===== src/rtl/ling_pkg.sv =====
package ling_pkg;
    typedef struct packed {
        logic gen;   // x & y
        logic xmit;  // x | y
        logic half;  // x ^ y
    } ling_bit_t;
endpackage


===== src/rtl/ling_bit_terms.sv =====
module ling_bit_terms #(
    parameter int WIDTH = 16
) (
    input  logic [WIDTH-1:0]                 a_i,
    input  logic [WIDTH-1:0]                 b_i,
    output ling_pkg::ling_bit_t [WIDTH-1:0]  terms_o,
    output logic [WIDTH:0]                   xmit_ext_o
);
    // xmit_ext_o[i] is the transmit term of bit i-1; position 0 reads as 1
    assign xmit_ext_o[0] = 1'b1;

    for (genvar i = 0; i < WIDTH; i++) begin : g_bit
        assign terms_o[i].gen  = a_i[i] & b_i[i];
        assign terms_o[i].xmit = a_i[i] | b_i[i];
        assign terms_o[i].half = a_i[i] ^ b_i[i];
        assign xmit_ext_o[i+1] = a_i[i] | b_i[i];
    end
endmodule


===== src/rtl/ling_group.sv =====
module ling_group #(
    parameter int WIDTH = 16,
    parameter int BASE  = 0,
    parameter int SIZE  = 4
) (
    input  logic [WIDTH-1:0] gen_i,
    input  logic [WIDTH:0]   xmit_ext_i,
    input  logic             h_in_i,
    output logic [SIZE:1]    h_o
);
    // h[BASE+k] = OR over m of g[BASE+m] * t[BASE+m .. BASE+k-2]
    //           + t[BASE-1 .. BASE+k-2] * h[BASE]
    always_comb begin
        for (int k = 1; k <= SIZE; k++) begin
            logic acc;
            logic prod_t;
            acc    = 1'b0;
            prod_t = 1'b1;
            for (int m = k - 1; m >= 0; m--) begin
                acc    = acc | (gen_i[BASE+m] & prod_t);
                prod_t = prod_t & xmit_ext_i[BASE+m];
            end
            h_o[k] = acc | (prod_t & h_in_i);
        end
    end
endmodule


===== src/rtl/ling_sum_select.sv =====
module ling_sum_select #(
    parameter int WIDTH = 16
) (
    input  ling_pkg::ling_bit_t [WIDTH-1:0] terms_i,
    input  logic [WIDTH-1:0]                h_i,
    input  logic [WIDTH:0]                  xmit_ext_i,
    output logic [WIDTH-1:0]                sum_o
);
    for (genvar i = 0; i < WIDTH; i++) begin : g_sel
        assign sum_o[i] = h_i[i] ? (terms_i[i].half ^ xmit_ext_i[i])
                                 : terms_i[i].half;
    end
endmodule


===== src/rtl/ling_adder.sv =====
module ling_adder #(
    parameter int WIDTH = 16,
    parameter int GROUP = 4
) (
    input  logic [WIDTH-1:0] op_a_i,
    input  logic [WIDTH-1:0] op_b_i,
    input  logic             carry_in_i,
    output logic [WIDTH-1:0] sum_o,
    output logic             carry_out_o
);
    localparam int NGROUPS = (WIDTH + GROUP - 1) / GROUP;
    localparam int LAST_SZ = WIDTH - (NGROUPS - 1) * GROUP;

    ling_pkg::ling_bit_t [WIDTH-1:0] terms;
    logic [WIDTH:0]   xmit_ext;
    logic [WIDTH-1:0] gen_vec;
    logic [WIDTH:0]   h;

    ling_bit_terms #(.WIDTH(WIDTH)) terms_i (
        .a_i        (op_a_i),
        .b_i        (op_b_i),
        .terms_o    (terms),
        .xmit_ext_o (xmit_ext)
    );

    for (genvar i = 0; i < WIDTH; i++) begin : g_gen
        assign gen_vec[i] = terms[i].gen;
    end

    assign h[0] = carry_in_i;

    for (genvar gi = 0; gi < NGROUPS; gi++) begin : g_grp
        localparam int BASE = gi * GROUP;
        localparam int SZ   = (gi == NGROUPS - 1) ? LAST_SZ : GROUP;
        logic [SZ:1] h_grp;

        ling_group #(.WIDTH(WIDTH), .BASE(BASE), .SIZE(SZ)) grp_i (
            .gen_i      (gen_vec),
            .xmit_ext_i (xmit_ext),
            .h_in_i     (h[BASE]),
            .h_o        (h_grp)
        );
        assign h[BASE+SZ:BASE+1] = h_grp;
    end

    ling_sum_select #(.WIDTH(WIDTH)) sel_i (
        .terms_i    (terms),
        .h_i        (h[WIDTH-1:0]),
        .xmit_ext_i (xmit_ext),
        .sum_o      (sum_o)
    );

    assign carry_out_o = h[WIDTH] & xmit_ext[WIDTH];
endmodule


===== config.mk =====
export PLATFORM = sky130hd
export DESIGN_NAME = ling_adder
export DESIGN_NICKNAME = d
export VERILOG_FILES = /design/src/rtl/ling_pkg.sv /design/src/rtl/ling_bit_terms.sv /design/src/rtl/ling_group.sv /design/src/rtl/ling_sum_select.sv /design/src/rtl/ling_adder.sv
export SDC_FILE = /design/constraint.sdc
export NUM_CORES = 1
export LEC_CHECK = 0
export BUFFER_PORTS_ARGS = -buffer_cell sky130_fd_sc_hd__buf_2
export CAP_MARGIN = 20
export CORE_UTILIZATION = 50
export DETAILED_ROUTE_END_ITERATION = 10
export GPL_ROUTABILITY_DRIVEN = 0
export PLACE_DENSITY_LB_ADDON = 0.2
export SYNTH_ARGS = -nofsm -noshare
export SYNTH_HDL_FRONTEND = slang
export SYNTH_HIERARCHICAL = 1
export SYNTH_SLANG_ARGS = --single-unit

===== constraint.sdc =====
create_clock -name vclk -period 3.8
set_input_delay 0.19 -clock vclk [all_inputs]
set_output_delay 0.19 -clock vclk [all_outputs]
set_load 0.005 [all_outputs]

==> impl_metrics.py <==
metrics = {
    "timing": {
        "drv_slew": 0,
        "max_freq_mhz": 298,
        "fin_crit_sh": 0.884,
        "hold_viol_final": 0,
        "setup_viol": 0,
        "period_minus_slack_ns": 3.36,
        "rsz0062_at_grt": "no",
        "tns_ns": 0,
    },
    "clocking": {
        "ctsResizeCount": 0,
        "post_cts.repair.setup_buffers": 0,
        "hold_buffers": 0,
    },
    "hold_path": {
        "min_delay_path_depth": 4,
        "worstHoldStart": "carry_in_i",
        "hold_class": "primary input to primary output",
        "min_to": "sum_o[0]",
    },
    "finish": {
        "most-common-layout-cells": "50 x buf_2, 48 x inv_1, 32 x ha_1",
        "finalNetCount": 251,
        "fin_area_sq_um": 1230,
        "clkbuf_count": 0,
        "ff_latch_area_sq_um": 0,
        "fin_util": 0.621,
        "layout_commonest_cell": "buf_2",
        "antennaDiodeCount": 0,
        "design.seq.count": 0,
        "drive_above_1_share": 0.272,
        "syn2layout_area_growth_pct": 14.6,
    },
    "pwr": {
        "switchingPower_uw": 76.0,
        "power.share.sequential": 0,
        "swShare": 0.450,
        "combPwrFrac": 1.000,
        "vdd_drop_max_v": 0.0000720,
        "power_density_nw_per_um2": 137,
        "p_clk_frac": 0,
        "p_leak_uw": 0.000876,
        "p_int_uw": 92.7,
    },
    "floorplanning": {
        "pin_count": 50,
        "initial_core_util": 0.542,
        "fp.dieW_microns": 48.3,
        "rows": 16,
        "die_y_microns": 48.3,
        "die_area_sq_um": 2340,
        "design.core.area_sq_um": 1980,
    },
    "logic_synthesis": {
        "yosys.area_share.simple": 0.0618,
        "yosys_warnings": 6,
        "syn_area_sq_um": 1070,
        "synth_top_family_by_area": "adder cells",
        "synth-xor-area-share": 0.131,
        "synthesis.nets": 216,
        "netlist_instances": 151,
        "synth_compound_area_frac": 0.145,
        "synth-adder-area-share": 0.373,
        "synth_cell_type_count": 9,
        "syn_avg_cell_area_sq_um": 7.11,
        "synth_mux_area_frac": 0,
        "synth-seq-area-share": 0,
    },
    "placement": {
        "placed_cell_area_sq_um": 1230,
        "port_buffers": 50,
        "dpl.hpwl_microns": 1630,
    },
    "drt": {
        "drt_iter0_drc": 5,
        "viasPerCell": 4.44,
        "firstDrtPassIters": 4,
        "antenna_left": 0,
        "vias": 936,
        "drc": 0,
        "post_drt_wl_per_cell_microns": 7.88,
        "routed_wl_microns": 1660,
    },
    "critical_path": {
        "critical_path.most_common_cell": "a21o_1",
        "cpMaxStageDelayCell": "a31o_1",
        "critical_path_required_ns": 3.61,
        "worst-path-max-fanout": 3,
        "critPathMaxStageDelay_ns": 0.23,
        "crit_chain": "buf_2 > ha_1 > a21o_1 > a21o_1 > a31o_1 > a21o_1 > a21o_1 > a31o_1 > a21o_1 > a21o_1 > a31o_1 > a21o_1 > a21o_1 > a21o_1 > nand2_1 > xnor2_1 > buf_2",
        "crit_arrival_ns": 3.17,
        "critPathKind": "primary input to primary output",
        "critPathLaunchType": "primary input",
        "end_kind": "primary output",
    },
    "global_route": {
        "track_usage": 0.148,
        "grt_pass1_wl_microns": 3010,
        "grt_max_degree": 4,
        "first_global_vias": 867,
        "globalRoute.totalOverflow": 0,
        "antenna_found_initial": 0,
    },
    "run": {
        "maxCapViolCount": 0,
    },
    "run_status": {
        "status": "complete, no violations",
    },
}
[through the flow]
stage / hold WS (ns) / cells / worst slack [ns] / total power, uW
floorplan: 0.506 / 151 / 0.781 / 116
global route: 0.758 / 211 / 0.249 / 192
detailed placement: 0.739 / 211 / 0.429 / 172
global placement: 0.719 / 211 / 0.479 / 165
CTS: 0.740 / 211 / 0.424 / 173
finish: 0.733 / 211 / 0.441 / 169
[critical path: cells and delay by family]
| family | cells | cell delay [ns] |
|---|---|---|
| buf+inv | 2 | 0.24 |
| simple gates | 1 | 0.07 |
| fa+ha+maj | 1 | 0.19 |
| compound gates | 12 | 2.38 |
| xor+xnor | 1 | 0.11 |
[power by group through the flow]
| stage | Combinational (uW) | Sequential (uW) | Clock, uW |
|---|---|---|---|
| after CTS | 173 | 0 | 0 |
| after global placement | 165 | 0 | 0 |
| after detailed placement | 172 | 0 | 0 |
| after global routing | 192 | 0 | 0 |
| final | 169 | 0 | 0 |
| after floorplan | 116 | 0 | 0 |
[area by class of cell]
class,count,area [sq um]
inverter,48,180
fill,200,752
tap,27,33.8
multi-input combinational,86,766
timing repair buffer,50,250
[cells by family after synthesis]
family,Yosys count
compound gates,20
xor+xnor,16
fa+ha+maj,32
buf+inv,65
other cells,1
simple gates,17
[metal layers]
metal	global-route usage	up-vias	share of wire
met5	0	-	0
met3	0.00943	0	0.053
met2	0.340	29	0.56
met1	0.146	412	0.38
met4	0	0	0
li1	-	495	-
[Yosys cell counts]
cell type,count,area [sq um]
conb_1,1,3.75
xnor2_1,16,140
ha_1,32,400
inv_1,48,180
and2_1,1,6.26
a21o_1,16,120
a31o_1,4,35.0
nand2_1,16,60.1
buf_4,17,128
[worst max-delay path by stage]
stage	startpoint	to	slack (ns)	cells past startpoint
CTS	op_a_i[0]	sum_o[15]	0.42	17
floorplan	op_a_i[0]	sum_o[15]	0.78	15
global route	op_a_i[0]	sum_o[15]	0.25	17
finish	op_a_i[0]	sum_o[15]	0.44	17
detailed placement	op_a_i[0]	sum_o[15]	0.43	17
global placement	op_a_i[0]	sum_o[15]	0.48	17
Note: power is estimated with default switching activity, not from simulation.
